### config.mk
export PLATFORM = sky130hd
export DESIGN_NAME = jitter_atten
export DESIGN_NICKNAME = d
export VERILOG_FILES = /design/src/rtl/jatt_pkg.sv /design/src/rtl/ja_nco.sv /design/src/rtl/ja_elastic.sv /design/src/rtl/jitter_atten.sv
export SDC_FILE = /design/constraint.sdc
export NUM_CORES = 1
export LEC_CHECK = 0
export BUFFER_PORTS_ARGS = -buffer_cell sky130_fd_sc_hd__buf_2
export CORE_MARGIN = 4
export CORE_UTILIZATION = 70
export CTS_BUF_LIST = sky130_fd_sc_hd__clkbuf_4 sky130_fd_sc_hd__clkbuf_8
export CTS_CLUSTER_SIZE = 40
export DETAILED_ROUTE_END_ITERATION = 8
export PLACE_DENSITY = 0.87
export SYNTH_ARGS = -nofsm -noshare
export SYNTH_HDL_FRONTEND = slang
export SYNTH_SLANG_ARGS = --single-unit
### constraint.sdc
create_clock -name clk_i -period 15.12 [get_ports clk_i]
set_input_delay 1.512 -clock clk_i [delete_from_list [all_inputs] [get_ports clk_i]]
set_output_delay 1.512 -clock clk_i [all_outputs]
set_load 0.02 [all_outputs]
### src/rtl/jatt_pkg.sv
package jatt_pkg;
  typedef enum logic [1:0] {
    PLACE_NONE = 2'b00,
    PLACE_RX   = 2'b01,
    PLACE_TX   = 2'b10,
    PLACE_OFF  = 2'b11
  } place_e;
endpackage

### src/rtl/ja_nco.sv
module ja_nco #(
  parameter int OSR      = 8,
  parameter int ACC_W    = 16,
  parameter int LVL_W    = 8,
  parameter int T1_SHIFT = 6,
  parameter int E1_SHIFT = 3
) (
  input  logic                    clk_i,
  input  logic                    rst_ni,
  input  logic                    e1_i,
  input  logic signed [LVL_W:0]   fill_err_i,
  output logic                    tick_o
);
  localparam int NOM_INC = (1 << ACC_W) / OSR;

  logic [ACC_W-1:0]      acc_q;
  logic signed [ACC_W:0] err_x, inc;
  logic [ACC_W:0]        sum;

  always_comb begin
    err_x = {{(ACC_W-LVL_W){fill_err_i[LVL_W]}}, fill_err_i};
    inc   = (ACC_W+1)'(NOM_INC) + (e1_i ? (err_x <<< E1_SHIFT) : (err_x <<< T1_SHIFT));
    sum   = {1'b0, acc_q} + inc;
  end

  assign tick_o = sum[ACC_W];

  always_ff @(posedge clk_i or negedge rst_ni) begin
    if (!rst_ni) acc_q <= '0;
    else         acc_q <= sum[ACC_W-1:0];
  end

  AST_TICK_SPACED: assert property (@(posedge clk_i) disable iff (!rst_ni)
    tick_o |=> !tick_o);
endmodule

### src/rtl/ja_elastic.sv
module ja_elastic #(
  parameter int MAX_DEPTH     = 128,
  parameter int SHALLOW_DEPTH = 32,
  parameter int TRIP_DEEP     = 120,
  parameter int TRIP_SHALLOW  = 28,
  parameter int LVL_W         = $clog2(MAX_DEPTH) + 1
) (
  input  logic                  clk_i,
  input  logic                  rst_ni,
  input  logic                  deep_i,
  input  logic                  deep_new_i,
  input  logic                  flush_i,
  input  logic                  enable_i,
  input  logic                  in_bit_i,
  input  logic                  in_stb_i,
  input  logic                  tick_i,
  output logic                  out_bit_o,
  output logic                  out_stb_o,
  output logic signed [LVL_W:0] fill_err_o,
  output logic                  trip_o
);
  localparam int PTR_W   = $clog2(MAX_DEPTH);
  localparam int C_DEEP  = MAX_DEPTH / 2;
  localparam int C_SHAL  = SHALLOW_DEPTH / 2;
  localparam int HI_DEEP = C_DEEP + TRIP_DEEP / 2;
  localparam int LO_DEEP = C_DEEP - TRIP_DEEP / 2;
  localparam int HI_SHAL = C_SHAL + TRIP_SHALLOW / 2;
  localparam int LO_SHAL = C_SHAL - TRIP_SHALLOW / 2;

  logic [MAX_DEPTH-1:0] mem_q;
  logic [PTR_W-1:0]     wr_q, rd_q, mask;
  logic [LVL_W-1:0]     lvl_q, ctr, ctr_new;
  logic [LVL_W:0]       lvl_nxt, hi, lo;
  logic                 out_bit_q, out_stb_q, wr_en, rd_en, trip;

  always_comb begin
    ctr     = deep_i     ? LVL_W'(C_DEEP) : LVL_W'(C_SHAL);
    ctr_new = deep_new_i ? LVL_W'(C_DEEP) : LVL_W'(C_SHAL);
    mask    = deep_i ? PTR_W'(MAX_DEPTH - 1) : PTR_W'(SHALLOW_DEPTH - 1);
    hi      = deep_i ? (LVL_W+1)'(HI_DEEP) : (LVL_W+1)'(HI_SHAL);
    lo      = deep_i ? (LVL_W+1)'(LO_DEEP) : (LVL_W+1)'(LO_SHAL);
    wr_en   = enable_i & in_stb_i;
    rd_en   = enable_i & tick_i;
    lvl_nxt = {1'b0, lvl_q} + {{LVL_W{1'b0}}, wr_en} - {{LVL_W{1'b0}}, rd_en};
    trip    = enable_i & ~flush_i & ((lvl_nxt > hi) | (lvl_nxt < lo));
  end

  assign fill_err_o = $signed({1'b0, lvl_q}) - $signed({1'b0, ctr});
  assign out_bit_o  = out_bit_q;
  assign out_stb_o  = out_stb_q;
  assign trip_o     = trip;

  always_ff @(posedge clk_i or negedge rst_ni) begin
    if (!rst_ni) begin
      mem_q     <= '0;
      wr_q      <= PTR_W'(C_DEEP);
      rd_q      <= '0;
      lvl_q     <= LVL_W'(C_DEEP);
      out_bit_q <= 1'b0;
      out_stb_q <= 1'b0;
    end else if (flush_i) begin
      mem_q     <= '0;
      wr_q      <= PTR_W'(ctr_new);
      rd_q      <= '0;
      lvl_q     <= ctr_new;
      out_stb_q <= 1'b0;
    end else if (trip) begin
      mem_q     <= '0;
      wr_q      <= PTR_W'(ctr);
      rd_q      <= '0;
      lvl_q     <= ctr;
      out_stb_q <= 1'b0;
    end else begin
      out_stb_q <= rd_en;
      if (rd_en) begin
        out_bit_q <= mem_q[rd_q];
        rd_q      <= (rd_q + 1'b1) & mask;
      end
      if (wr_en) begin
        mem_q[wr_q] <= in_bit_i;
        wr_q        <= (wr_q + 1'b1) & mask;
      end
      lvl_q <= lvl_nxt[LVL_W-1:0];
    end
  end

  AST_FILL_DEEP: assert property (@(posedge clk_i) disable iff (!rst_ni)
    deep_i |-> (lvl_q >= LVL_W'(LO_DEEP)) && (lvl_q <= LVL_W'(HI_DEEP)));
  AST_FILL_SHALLOW: assert property (@(posedge clk_i) disable iff (!rst_ni)
    !deep_i |-> (lvl_q >= LVL_W'(LO_SHAL)) && (lvl_q <= LVL_W'(HI_SHAL)));
  AST_FLUSH_RECENTER: assert property (@(posedge clk_i) disable iff (!rst_ni)
    flush_i |=> (lvl_q == ctr) && !out_stb_o);
  AST_BYPASS_HOLD: assert property (@(posedge clk_i) disable iff (!rst_ni)
    (!enable_i && !flush_i) |=> $stable(lvl_q));
endmodule

### src/rtl/jitter_atten.sv
module jitter_atten
  import jatt_pkg::*;
#(
  parameter int MAX_DEPTH     = 128,
  parameter int SHALLOW_DEPTH = 32,
  parameter int TRIP_DEEP     = 120,
  parameter int TRIP_SHALLOW  = 28,
  parameter int OSR           = 8,
  parameter int ACC_W         = 16,
  parameter int T1_SHIFT      = 6,
  parameter int E1_SHIFT      = 3
) (
  input  logic       clk_i,
  input  logic       rst_ni,
  input  logic       cfg_deep_i,
  input  logic       cfg_e1_i,
  input  logic [1:0] cfg_place_i,
  input  logic       rx_bit_i,
  input  logic       rx_stb_i,
  input  logic       tx_bit_i,
  input  logic       tx_stb_i,
  input  logic       trip_clr_i,
  output logic       rx_bit_o,
  output logic       rx_stb_o,
  output logic       tx_bit_o,
  output logic       tx_stb_o,
  output logic       trip_o
);
  localparam int LVL_W = $clog2(MAX_DEPTH) + 1;

  place_e               place_q;
  logic                 deep_q, flush, enable, sel, trip_evt, trip_q;
  logic                 in_bit, in_stb, tick, out_bit, out_stb;
  logic signed [LVL_W:0] fill_err;
  logic [1:0]           src_bit, src_stb, dst_bit, dst_stb;

  assign flush  = (cfg_deep_i != deep_q) || (cfg_place_i != place_q);
  assign enable = (place_q == PLACE_RX) || (place_q == PLACE_TX);
  assign sel    = (place_q == PLACE_TX);
  assign in_bit = sel ? tx_bit_i : rx_bit_i;
  assign in_stb = sel ? tx_stb_i : rx_stb_i;

  always_ff @(posedge clk_i or negedge rst_ni) begin
    if (!rst_ni) begin
      deep_q  <= 1'b1;
      place_q <= PLACE_RX;
      trip_q  <= 1'b0;
    end else begin
      deep_q  <= cfg_deep_i;
      place_q <= place_e'(cfg_place_i);
      trip_q  <= (trip_q & ~trip_clr_i) | trip_evt;
    end
  end

  ja_elastic #(
    .MAX_DEPTH    (MAX_DEPTH),
    .SHALLOW_DEPTH(SHALLOW_DEPTH),
    .TRIP_DEEP    (TRIP_DEEP),
    .TRIP_SHALLOW (TRIP_SHALLOW),
    .LVL_W        (LVL_W)
  ) u_store (
    .clk_i     (clk_i),
    .rst_ni    (rst_ni),
    .deep_i    (deep_q),
    .deep_new_i(cfg_deep_i),
    .flush_i   (flush),
    .enable_i  (enable),
    .in_bit_i  (in_bit),
    .in_stb_i  (in_stb),
    .tick_i    (tick),
    .out_bit_o (out_bit),
    .out_stb_o (out_stb),
    .fill_err_o(fill_err),
    .trip_o    (trip_evt)
  );

  ja_nco #(
    .OSR     (OSR),
    .ACC_W   (ACC_W),
    .LVL_W   (LVL_W),
    .T1_SHIFT(T1_SHIFT),
    .E1_SHIFT(E1_SHIFT)
  ) u_nco (
    .clk_i     (clk_i),
    .rst_ni    (rst_ni),
    .e1_i      (cfg_e1_i),
    .fill_err_i(fill_err),
    .tick_o    (tick)
  );

  assign src_bit = {tx_bit_i, rx_bit_i};
  assign src_stb = {tx_stb_i, rx_stb_i};

  // index 0 = receive path, 1 = transmit path
  for (genvar p = 0; p < 2; p++) begin : g_path
    assign dst_bit[p] = (enable && sel == 1'(p)) ? out_bit : src_bit[p];
    assign dst_stb[p] = (enable && sel == 1'(p)) ? out_stb : src_stb[p];
  end

  assign rx_bit_o = dst_bit[0];
  assign rx_stb_o = dst_stb[0];
  assign tx_bit_o = dst_bit[1];
  assign tx_stb_o = dst_stb[1];
  assign trip_o   = trip_q;

  AST_TRIP_STICKY: assert property (@(posedge clk_i) disable iff (!rst_ni)
    (trip_o && !trip_clr_i) |=> trip_o);
  AST_TRIP_LATCH: assert property (@(posedge clk_i) disable iff (!rst_ni)
    trip_evt |=> trip_o);
endmodule

==> flow_metrics.env <==
export IMPL_netlist_cell_type_count=69
export IMPL_antenna_cells=0
export IMPL_ys_seq_elements=169
export IMPL_crit_fanout=94
export IMPL_layout_commonest_cell="dfrtp_1"
export IMPL_min_path_cells=1
export IMPL_grtUsageTotal=0.319
export IMPL_crit_type="reg2reg"
export IMPL_grt_pass1_wl_um=40300
export IMPL_critPathMaxStageDelay_ns=0.60
export IMPL_nets=917
export IMPL_route_vias_total=7886
export IMPL_via_per_inst=7.43
export IMPL_cts_resized=0
export IMPL_clock_sinks=169
export IMPL_max_slew_margin=0.230
export IMPL_drv_slew=0
export IMPL_multi_input_area_mm2=0.00490
export IMPL_route_detailed_wl_per_inst_um=23.0
export IMPL_finalCritPeriodShare=0.580
export IMPL_drtIter0Drc=868
export IMPL_min_path_type="reg2reg"
export IMPL_synth_xor_area_frac=0.0238
export IMPL_synthAdderAreaFrac=0.0460
export IMPL_cts_tree="yes"
export IMPL_synth_simple_area_share=0.0797
export IMPL_synth_area_mm2=0.00957
export IMPL_cts_hold_buf=0
export IMPL_rsz0062_at_grt="no"
export IMPL_drcViolationCount=0
export IMPL_synth_edf_count=0
export IMPL_die_h_um=125
export IMPL_period_needed_ns=8.77
export IMPL_yosys_warnings=0
export IMPL_grt_pass1_vias=7759
export IMPL_synth_ff_type="dfrtp_1"
export IMPL_rows=42
export IMPL_required_ns=15.49
export IMPL_leakagePower_nw=3.87
export IMPL_powerDensity_mw_per_mm2=114
export IMPL_worstPathArrival_ns=9.13
export IMPL_clk_latency_ns=0.48
export IMPL_path_buf_inv=3
export IMPL_max_freq_mhz=114
export IMPL_r2r_end="u_store.out_bit_o"
export IMPL_gp_congestion=0.924
export IMPL_antenna_found_initial=0
export IMPL_hold_start="u_nco.acc_q[3]"
export IMPL_max_cap_violations=0
export IMPL_start_util=0.719
export IMPL_fin_cells=1061
export IMPL_cts_setup_buffers=0
export IMPL_cts_buffer_depth=2
export IMPL_syn_avg_cell_area_um2=10.5
export IMPL_drive_gt1_frac=0.153
export IMPL_tns_ns=0
export IMPL_async_flop_share=1.00
export IMPL_crit_family="compound AO/OA/AOI/OAI gates"
export IMPL_status="complete, no violations"
export IMPL_r2r_cells=31
export IMPL_grt_ovfl_total=0
export IMPL_routed_wirelength_um=24500
export IMPL_core_area_mm2=0.0133
export IMPL_hold_violations=0
export IMPL_final_fill_count=866
export IMPL_synth_compound_area_frac=0.260
export IMPL_start_kind="register"
export IMPL_mostFrequentLayoutCells="dfrtp_1, a21oi_1, a311oi_1"
export IMPL_cts_inserted_buffers=17
export IMPL_antenna_left=0
export IMPL_root_buffer="clkbuf_8"
export IMPL_fin_skew_ns=0.0165
export IMPL_r2r_start="deep_q"
export IMPL_peakVddDrop_uv=131
export IMPL_finalSetupViolations=0
export IMPL_synth_top_family_by_area="compound AO/OA/AOI/OAI gates"
export IMPL_synth_nets=953
export IMPL_yosysSeqAreaShare=0.443
export IMPL_reg2reg_setup_slack_ns=6.35
export IMPL_dieArea_mm2=0.0156
export IMPL_slowest_stage="dfstp_2"
export IMPL_dr_pass1_iters=5
export IMPL_grt_max_degree=118
export IMPL_synth_area_mux_share=0.0948
export IMPL_die_w_um=125
export IMPL_port_buffers=15
export IMPL_clkTransAtPathRegs_ns=0.10
export IMPL_ff_latch_area_mm2=0.00424
export IMPL_tightest_slew_ns=1.16
export IMPL_area_growth_synth_to_final_pct=5.77
export IMPL_hold_end="u_nco.acc_q[3]"
export IMPL_hpwl_um=15000
export IMPL_htree_levels=4
export IMPL_synth_cells=908
export IMPL_cp_end_kind="register"
export IMPL_ios=16
export IMPL_placed_cells=1028
export IMPL_cp_common_cell="ha_1"
[cell type report]
class	count	area share
clock buffers	19	0.0252
clock inverters	13	0.0166
inverters	25	0.00928
multi-input cells	622	0.484
flip-flops and latches	169	0.419
well taps	176	0.0218
repair buffers	37	0.0244
[layer usage]
metal | share of wire | track usage | wire length, um | up-vias
li1 | - | - | - | 3476
met1 | 0.41 | 0.438 | 9940 | 3921
met2 | 0.49 | 0.499 | 11900 | 421
met3 | 0.081 | 0.0789 | 1980 | 68
met4 | 0.027 | 0.118 | 657 | 0
met5 | 0 | 0 | 0 | -
[worst max-delay path by stage]
| stage | startpoint | endpoint | depth (start not counted) |
|---|---|---|---|
| 2_1_floorplan | cfg_e1_i | u_store.out_bit_o | 29 |
| 3_3_place_gp | cfg_e1_i | u_store.out_bit_o | 29 |
| 3_5_place_dp | cfg_e1_i | u_store.out_bit_o | 29 |
| 4_1_cts | cfg_e1_i | u_store.out_bit_o | 29 |
| 5_1_grt | deep_q | u_store.out_bit_o | 31 |
| 6_report | deep_q | u_store.out_bit_o | 31 |
[worst reg2reg max path, delay by kind of cell, from the launching register on]
kind	cells	cell delay (ns)
adder cells (fa/ha/maj)	7	2.29
multiplexers	1	0.35
AND/OR/NAND/NOR	7	1.66
flip-flops	1	0.60
XOR/XNOR	1	0.14
buffers and inverters	3	0.86
AO/OA/AOI/OAI	12	2.74
[Yosys cell counts, drive strengths merged, types with 3 or more instances]
master,n,area share
nor3,15,0.0084
o21bai,3,0.0024
nand3,17,0.0094
nor2b,8,0.0052
dfstp,4,0.011
nand2b,11,0.0072
a21oi,156,0.082
a211oi,8,0.0068
nor4,4,0.0033
xor2,9,0.0082
a21o,6,0.0047
a2111o,3,0.0035
or2,3,0.0020
inv,24,0.0094
nand2,25,0.010
mux2,5,0.0059
nand4,3,0.0020
xnor2,17,0.016
nor3b,3,0.0029
and2,6,0.0039
o31ai,3,0.0029
nor2,37,0.015
dfrtp,165,0.43
buf,27,0.017
clkbuf,65,0.026
mux2i,22,0.023
a311oi,127,0.12
a31oi,4,0.0026
o21ai,22,0.012
nor4b,3,0.0027
and3,3,0.0020
o22ai,5,0.0033
a221oi,6,0.0055
o2111ai,3,0.0034
ha,32,0.042
mux4,28,0.066
or3,6,0.0039
[cell families (layout without fill, tap and decap cells)]
| group | after synthesis | count (layout) |
|---|---|---|
| AND/OR/NAND/NOR | 146 | 146 |
| multiplexers | 55 | 55 |
| flip-flops | 169 | 169 |
| XOR/XNOR | 26 | 26 |
| AO/OA/AOI/OAI | 361 | 361 |
| adder cells (fa/ha/maj) | 34 | 34 |
| buffers and inverters | 117 | 94 |
[flip-flops by register name, summed over array words and instances (netlist names)]
signal             cells
u_store.mem_q        128
u_nco.acc_q           13
u_store.lvl_q          8
u_store.rd_q           7
u_store.wr_q           7
place_q                2
deep_q                 1
trip_o                 1
u_store.out_bit_o      1
u_store.out_stb_o      1
[report_power, final]
part	switching (mW)	leakage, nW	total (mW)	internal, mW
clock	0.175	0.211	0.347	0.171
combinational	0.201	1.35	0.319	0.117
sequential	0.0152	2.31	0.492	0.476
total	0.392	3.87	1.16	0.765
[per-stage QoR]
| step | cell area (um2) | utilization | total power, mW | setup slack, ns | hold WS [ns] |
|---|---|---|---|---|---|
| final | 10100 | 0.761 | 1.16 | 6.35 | 0.509 |
| after global routing | 10100 | 0.761 | 1.22 | 5.75 | 0.547 |
| after floorplan | 9570 | - | 0.737 | 7.72 | 0.456 |
| after CTS | 10100 | 0.760 | 1.15 | 6.47 | 0.511 |
| after detailed placement | 9680 | 0.728 | 0.810 | 5.98 | 0.488 |
| after global placement | 9680 | 0.728 | 0.789 | 6.38 | 0.470 |
No activity file was read; power rests on OpenSTA's default activity.
